==> config.mk <==
export PLATFORM = sky130hd
export DESIGN_NAME = mash3_dsm
export DESIGN_NICKNAME = d
export VERILOG_FILES = /design/src/rtl/mash3_pkg.sv /design/src/rtl/mash3_stage.sv /design/src/rtl/mash3_lfsr.sv /design/src/rtl/mash3_cancel.sv /design/src/rtl/mash3_dsm.sv
export SDC_FILE = /design/constraint.sdc
export NUM_CORES = 1
export LEC_CHECK = 0
export CORE_MARGIN = 3
export CORE_UTILIZATION = 68
export CTS_BUF_LIST = sky130_fd_sc_hd__clkbuf_4 sky130_fd_sc_hd__clkbuf_8
export CTS_CLUSTER_DIAMETER = 150
export CTS_CLUSTER_SIZE = 24
export DETAILED_ROUTE_END_ITERATION = 12
export GPL_TIMING_DRIVEN = 0
export PLACE_DENSITY = 0.88
export SLEW_MARGIN = 20
export SYNTH_ARGS = -nofsm -noshare
export SYNTH_HDL_FRONTEND = slang
export SYNTH_SLANG_ARGS = --single-unit
==> constraint.sdc <==
create_clock -name clk -period 17.75 [get_ports clk]
set_input_delay 4.4375 -clock clk [delete_from_list [all_inputs] [get_ports clk]]
set_output_delay 4.4375 -clock clk [all_outputs]
set_load 0.02 [all_outputs]
==> src/rtl/mash3_pkg.sv <==
package mash3_pkg;
    localparam int ACC_W   = 16;
    localparam int OUT_W   = 3;
    localparam int LFSR_W  = 16;
    localparam int SUM_W   = OUT_W + 2;

    typedef logic [ACC_W-1:0]  acc_t;
    typedef logic [OUT_W-1:0]  offset_t;
    typedef logic [SUM_W-1:0]  wide_t;

    // Zero-extend one carry bit into the combiner width.
    function automatic wide_t widen(input logic b);
        return {{(SUM_W-1){1'b0}}, b};
    endfunction
endpackage

==> src/rtl/mash3_stage.sv <==
module mash3_stage #(
    parameter int W = 16
) (
    input  logic         clk,
    input  logic         rst_n,
    input  logic         en,
    input  logic [W-1:0] addend,
    input  logic         cin,
    output logic [W-1:0] residue,
    output logic         carry
);
    logic [W-1:0] acc_q;
    logic [W:0]   sum;

    always_comb begin
        sum     = {1'b0, acc_q} + {1'b0, addend} + {{W{1'b0}}, cin};
        residue = sum[W-1:0];
        carry   = sum[W];
    end

    always_ff @(posedge clk or negedge rst_n) begin
        if (!rst_n) begin
            acc_q <= '0;
        end else if (en) begin
            acc_q <= residue;
        end
    end
endmodule

==> src/rtl/mash3_lfsr.sv <==
module mash3_lfsr #(
    parameter int          W    = 16,
    parameter logic [W-1:0] TAPS = 16'hB400,
    parameter logic [W-1:0] SEED = 16'hACE1
) (
    input  logic clk,
    input  logic rst_n,
    input  logic en,
    output logic dither
);
    logic [W-1:0] state_q;
    logic         feedback;

    always_comb begin
        feedback = ^(state_q & TAPS);
        dither   = state_q[0];
    end

    always_ff @(posedge clk or negedge rst_n) begin
        if (!rst_n) begin
            state_q <= SEED;
        end else if (en) begin
            state_q <= {state_q[W-2:0], feedback};
        end
    end
endmodule

==> src/rtl/mash3_cancel.sv <==
module mash3_cancel
    import mash3_pkg::*;
(
    input  logic    clk,
    input  logic    rst_n,
    input  logic    en,
    input  logic    c1,
    input  logic    c2,
    input  logic    c3,
    output offset_t offset
);
    logic  c2_d_q, c3_d_q, c3_dd_q;
    wide_t raw;
    wide_t shifted;
    offset_t offset_q;

    always_comb begin
        raw = widen(c1)
            + widen(c2) - widen(c2_d_q)
            + widen(c3) - (widen(c3_d_q) << 1) + widen(c3_dd_q);
        shifted = raw - wide_t'(1);
    end

    always_ff @(posedge clk or negedge rst_n) begin
        if (!rst_n) begin
            c2_d_q   <= 1'b0;
            c3_d_q   <= 1'b0;
            c3_dd_q  <= 1'b0;
            offset_q <= '0;
        end else if (en) begin
            c2_d_q   <= c2;
            c3_dd_q  <= c3_d_q;
            c3_d_q   <= c3;
            offset_q <= shifted[OUT_W-1:0];
        end
    end

    assign offset = offset_q;
endmodule

==> src/rtl/mash3_dsm.sv <==
module mash3_dsm
    import mash3_pkg::*;
#(
    parameter int              FRAC_W    = ACC_W,
    parameter logic [LFSR_W-1:0] DITHER_SEED = 16'hACE1
) (
    input  logic              clk,
    input  logic              rst_n,
    input  logic              req_i,
    input  logic [FRAC_W-1:0] frac_i,
    output logic [OUT_W-1:0]  offset_o
);
    localparam int NUM_STAGES = 3;

    logic [FRAC_W-1:0] stage_in  [NUM_STAGES];
    logic [FRAC_W-1:0] stage_res [NUM_STAGES];
    logic [NUM_STAGES-1:0] carry;
    logic [NUM_STAGES-1:0] stage_cin;
    logic dither;

    mash3_lfsr #(
        .W    (LFSR_W),
        .TAPS (16'hB400),
        .SEED (DITHER_SEED)
    ) u_lfsr (
        .clk    (clk),
        .rst_n  (rst_n),
        .en     (req_i),
        .dither (dither)
    );

    for (genvar k = 0; k < NUM_STAGES; k++) begin : g_stage
        if (k == 0) begin : g_head
            assign stage_in[k]  = frac_i;
            assign stage_cin[k] = dither;
        end else begin : g_tail
            assign stage_in[k]  = stage_res[k-1];
            assign stage_cin[k] = 1'b0;
        end

        mash3_stage #(.W(FRAC_W)) u_stage (
            .clk     (clk),
            .rst_n   (rst_n),
            .en      (req_i),
            .addend  (stage_in[k]),
            .cin     (stage_cin[k]),
            .residue (stage_res[k]),
            .carry   (carry[k])
        );
    end

    mash3_cancel u_cancel (
        .clk    (clk),
        .rst_n  (rst_n),
        .en     (req_i),
        .c1     (carry[0]),
        .c2     (carry[1]),
        .c3     (carry[2]),
        .offset (offset_o)
    );
endmodule

==> results of run 1 <==
cell families after synthesis:
logic type,after synthesis
multiplexers,58
adder cells (fa/ha/maj),58
flip-flops,70
AO/OA/AOI/OAI,138
AND/OR/NAND/NOR,100
buffers and inverters,35
XOR/XNOR,37
metrics by stage:
stage | hold slack (ns) | setup slack, ns | instances | instance area (sq um) | utilization [%]
final | 0.500 | 7.37 | 629 | 5580 | 80.0
after global routing | 0.524 | 7.06 | 629 | 5580 | 80.0
after CTS | 0.501 | 7.38 | 629 | 5580 | 80.0
after detailed placement | 0.481 | 7.06 | 613 | 5370 | 77.0
after global placement | 0.469 | 7.21 | 612 | 5350 | 76.6
after floorplan | 0.456 | 8.11 | 496 | 5030 | -
placed cells by master (no fill, tap or decap), types with 9 or more instances in the layout:
cell / instances
clkbuf_1: 14
clkdlybuf4s50_1: 19
xor2_1: 11
clkbuf_8: 11
ha_1: 52
nand3_1: 9
dfrtp_1: 62
xnor2_1: 26
nand2_1: 30
o21ai_0: 29
o21a_1: 10
inv_1: 20
a21oi_1: 38
nor2_1: 25
mux2_2: 54
critical path: stages:
cell             delay (ns)
clkdlybuf4s50_1        0.43
fa_1                   0.48
inv_1                  0.09
fa_1                   0.23
nor2b_1                0.08
o31a_1                 0.30
o31ai_2                0.34
o21ai_1                0.13
xor2_1                 0.18
ha_1                   0.41
nand3_1                0.12
nor3_1                 0.24
o31ai_1                0.15
a21boi_0               0.38
mux2i_1                0.30
nand2_1                0.10
ha_1                   0.37
a21oi_1                0.17
nor2b_1                0.06
a311o_2                0.38
fa_1                   0.49
fa_1                   0.48
mux2_2                 0.27
state kept, by name, summed over array words and instances (netlist names):
register	flops
u_cancel.c3_d_q	1
u_cancel.offset	3
u_lfsr.state_q	16
u_cancel.c2_d_q	1
g_stage.u_stage.acc_q	48
u_cancel.c3_dd_q	1
path summary, 6_finish.rpt:
path                                                           from                                  endpoint  slack, ns  depth (start not counted)
setup reg to reg                      u_lfsr.state_q[0]$_DFFE_PN1P_            u_cancel.offset[1]$_DFFE_PN0P_      11.54                         22
min in group asynchronous                                     rst_n  g_stage[2].u_stage.acc_q[13]$_DFFE_PN0P_       3.97                          1
hold / removal             g_stage[0].u_stage.acc_q[15]$_DFFE_PN0P_  g_stage[0].u_stage.acc_q[15]$_DFFE_PN0P_       0.50                          2
max in group asynchronous                                     rst_n             u_lfsr.state_q[5]$_DFFE_PN1P_      13.16                          2
setup / recovery                                          frac_i[0]            u_cancel.offset[1]$_DFFE_PN0P_       7.37                         23
hold reg to reg            g_stage[0].u_stage.acc_q[15]$_DFFE_PN0P_  g_stage[0].u_stage.acc_q[15]$_DFFE_PN0P_       0.50                          2
per-layer routing:
layer	global-route usage [%]	vias to the layer above	wire length (um)
met3	5.58	27	429
met1	33.2	1829	4700
met4	10.4	0	231
met5	0	-	0
met2	45.4	83	5380
li1	-	1898	-
layout make-up:
cell class,count,share of cell area [%]
multi-input combinational,391,56.2
timing repair buffer,21,4.03
clock buffer,11,2.71
buffer,15,1.01
tap,96,2.15
inverter,20,1.34
sequential,70,31.6
clock inverter,5,1.03
==> flow_summary.toml, run 1 <==
[layout]
antenna_cells = 0
drive_gt1_share_pct = 16.5
area.growth.synth_to_final_pct = 11.0
nets = 605
fill_cells = 449
multi_input_area_sq_um = 3140
seq_area_sq_um = 1760

[floorplan]
dieArea_sq_um = 8460
die_y_um = 92.0
io_pins = 22
core_sq_um = 6980
die_w_um = 92.0
floorplan.initialDensity_pct = 72.0
rows = 30

[sta]
hold_violations = 0
fmax_mhz = 96.3
max_slew_margin_pct = 45.9
finalClockSkew_ns = 0.0109
setup_violations = 0
final.min_clock_period_ns = 10.38
post-route-period-util_pct = 58.5
tightest_slew_ns = 0.812
rsz0062_at_grt = "no"
finalSetupTns_ns = 0
drv_slew = 0

[synthesis]
yosys-top-cells-area = "dfrtp_1 (31%), ha_1 (13%), mux2_2 (12%), xnor2_1 (4.5%), dfstp_2 (4.2%)"
synth_fa_ha_area_share_pct = 15.3
synth.area.mux_share_pct = 13.0
synth_most_common_cell = "dfrtp_1"
ys.flop_type = "dfrtp_1"
ys_types = 52
syn_nets = 573
netlist.area_leader.share_pct = 30.9
synth-compound-area-share_pct = 18.2
synth_top_family_by_area = "compound AO/OA/AOI/OAI gates"
synth_cells = 496
avgSynthCellArea_sq_um = 10.1
yosys.area.top_type = "dfrtp_1"
synth-simple-area-share_pct = 9.38
synth_xor_area_share_pct = 6.44
ys_async_sr_fraction_pct = 100
synth_seq_cells = 70
yosysSeqAreaShare_pct = 35.0
synthTopCellsByCount = "dfrtp_1 (62), mux2_2 (54), ha_1 (52)"
ys_warn_count = 0
synth_edf_count = 0
syn_area_sq_um = 5030

[clocking]
cts_buffer_depth = 2
cts.sinks = 70
htreeDepth = 3
path_clk_slew_ns = 0.08
insertion_delay_ns = 0.35
postCtsSetupBuffers = 0
cts_tree = "yes"
cts-resized-gates = 0
ctsRootBufferMaster = "clkbuf_8"
numCtsBuffers = 9
ctsHoldBuffers = 0

[critical_path]
cp.arrival_ns = 10.62
worstPathRequired_ns = 17.99
path_max_fanout = 8
end_kind = "flip-flop"
critPathLaunchType = "input port"
worst-setup-path-type = "in2reg"

[global_route]
grt_use_total_pct = 26.7
grt_max_degree = 49
grt_antenna_before_repair = 0
gr-total-overflow = 0
grt_pass1_vias = 3808
grt_pass1_wl_um = 17800

[worst_hold_path]
hold_path_class = "reg2reg"

[flow_run]
max_cap_viol_count = 0

[routing]
finalWirelength_um = 10700
routed_via_density = 6.10
drt_iter0_drc = 214
ant_nets = 0
wl_per_cell_um = 17.1
vias = 3837
drc = 0
drt-pass1-iter-count = 5

[placed_design]
io_buffers = 20
hpwl_um = 8200
gp_congestion = 0.940

[status]
outcome = "completed"
Power of run 1 is left out: the tool's default activity adds up to more than one toggle a clock period on the data nets, which glitch-free logic cannot reach.
==> run 2, diff against run 1 <==
CORE_UTILIZATION = 57   (was 68)
PLACE_DENSITY = 0.79   (was 0.88)
clock period = 8.5 ns   (was 17.75 ns; I/O delays follow)
==> run 2 against run 1 <==
Compared with the run above:
- clock skew decreased by 0.0034 ns
- utilization decreased by 13 points
- via count decreased by 0.96%
- critical path type unchanged
==> flow_summary.toml, run 2 (synthesis gave the netlist of run 1 again) <==
[status]
outcome = "completed"

[layout]
largest_reg_flops = 48
fin_cells = 638
final_cell_mix = "dfrtp_1 (62), mux2_2 (54), ha_1 (52)"
nets = 605
regMostFlops = "g_stage.u_stage.acc_q"
area.growth.synth_to_final_pct = 11.0
drive_gt1_share_pct = 16.5
final_common_cell = "dfrtp_1"
antenna_cells = 0

[clocking]
ctsHoldBuffers = 0
numCtsBuffers = 9
cts.sinks = 70
postCtsSetupBuffers = 0
htreeDepth = 3
cts_tree = "yes"
insertion_delay_ns = 0.35
cts_buffer_depth = 2
cts-resized-gates = 0
ctsRootBufferMaster = "clkbuf_8"
path_clk_slew_ns = 0.08

[routing]
ant_nets = 0
drt_iter0_drc = 149
met1Wirelength_um = 4570
drt-pass1-iter-count = 4
routed_via_density = 5.96
wl_met3_um = 410
highest_layer = "met4"
vias = 3800
finalWirelength_um = 10300
met2_length_um = 5170
wl_per_cell_um = 16.1
drc = 0

[critical_path]
end_kind = "flip-flop"
crit_slowest_cell = "fa_1"
r2r_setup_slack_ns = 2.25
worstReg2RegStart = "u_lfsr.state_q[0]$_DFFE_PN1P_"
critPathLaunchType = "input port"
path_cells = "clkdlybuf4s50_1 -> fa_1 -> inv_1 -> fa_1 -> nor2b_1 -> o31a_1 -> o31ai_2 -> o21ai_1 -> xor2_1 -> ha_1 -> nand3_1 -> nor3_1 -> o31ai_1 -> a21boi_0 -> mux2i_1 -> nand2_1 -> ha_1 -> a21oi_1 -> nor2b_1 -> a311o_2 -> fa_1 -> fa_1 -> mux2_2"
critPathMostFrequentCell = "fa_1"
worst-setup-path-type = "in2reg"
cp.arrival_ns = 8.34
worstPathRequired_ns = 8.75
crit_start = "frac_i[0]"
path_max_fanout = 8
cpPeakStageDelay_ns = 0.49

[floorplan]
core_sq_um = 8380
io_pins = 22
dieArea_sq_um = 9990
rows = 33
die_w_um = 99.9
floorplan.initialDensity_pct = 60.0
die_y_um = 99.9

[sta]
final.min_clock_period_ns = 8.09
tightest_slew_ns = 0.744
drv_slew = 0
post-route-period-util_pct = 95.2
hold_violations = 0
fmax_mhz = 124
finalClockSkew_ns = 0.00753
max_slew_margin_pct = 50.4
setup_violations = 0
finalSetupTns_ns = 0
rsz0062_at_grt = "no"

[global_route]
grt_antenna_before_repair = 0
grt_pass1_wl_um = 17600
grt_max_degree = 45
gr-total-overflow = 0
grt_pass1_vias = 3814
grt_use_total_pct = 21.9

[placed_design]
gp_congestion = 0.887
io_buffers = 20
hpwl_um = 8080
post-place-cells = 622

[worst_hold_path]
min-delay-start = "u_cancel.offset[0]$_DFFE_PN0P_"
hold_path_class = "reg2reg"

[flow_run]
max_cap_viol_count = 0
==> run 2: changes by cell type in the layout (fill, tap and decap cells not counted), sizes merged <==
cell / previous run / this run
clkbuf: 25 / 23
clkinv: 1 / 4
clkinvlp: 3 / 1
inv: 20 / 21
==> run 2: area by class of cell <==
cell class              instances  area (sq um)
well taps                     105           131
fillers                       687          2800
flip-flops and latches         70          1760
inverters                      20          75.1
multi-input cells             391          3140
repair buffers                 21           225
plain buffers                  15          56.3
clock buffers                   9           124
clock inverters                 7          73.8
==> run 2: metal layers <==
metal | global-route usage, % | up-vias
met4 | 5.57 | 0
li1 | - | 1889
met3 | 4.45 | 10
met5 | 0 | -
met1 | 28.1 | 1842
met2 | 37.7 | 59
==> run 2: stage by stage <==
| stage | setup WS, ns | area [sq um] | hold WS [ns] | util (%) |
|---|---|---|---|---|
| 2_1_floorplan | 1.17 | 5030 | 0.456 | - |
| 3_3_place_gp | 0.250 | 5360 | 0.470 | 63.9 |
| 3_5_place_dp | 0.0947 | 5390 | 0.482 | 64.2 |
| 4_1_cts | 0.465 | 5580 | 0.501 | 66.6 |
| 5_1_grt | 0.144 | 5580 | 0.530 | 66.6 |
| 6_report | 0.408 | 5580 | 0.496 | 66.6 |
==> run 2: final timing paths <==
| path | endpoint | cells past startpoint |
|---|---|---|
| setup / recovery | u_cancel.offset[1]$_DFFE_PN0P_ | 23 |
| hold / removal | u_cancel.offset[0]$_DFFE_PN0P_ | 2 |
| setup reg to reg | u_cancel.offset[1]$_DFFE_PN0P_ | 22 |
| hold reg to reg | u_cancel.offset[0]$_DFFE_PN0P_ | 2 |
| max in group asynchronous | u_lfsr.state_q[0]$_DFFE_PN1P_ | 2 |
| min in group asynchronous | u_cancel.offset[0]$_DFFE_PN0P_ | 1 |
==> run 2: worst max-delay path, delay by kind of cell <==
kind / cells / cell delay (ns)
buffers and inverters: 2 / 0.53
xor gates and xnor gates: 1 / 0.18
adders and majority gates: 6 / 2.43
muxes: 2 / 0.59
AOI/OAI and AO/OA: 7 / 1.91
and+or+nand+nor: 5 / 0.58
Power of run 2 is left out for the same reason.
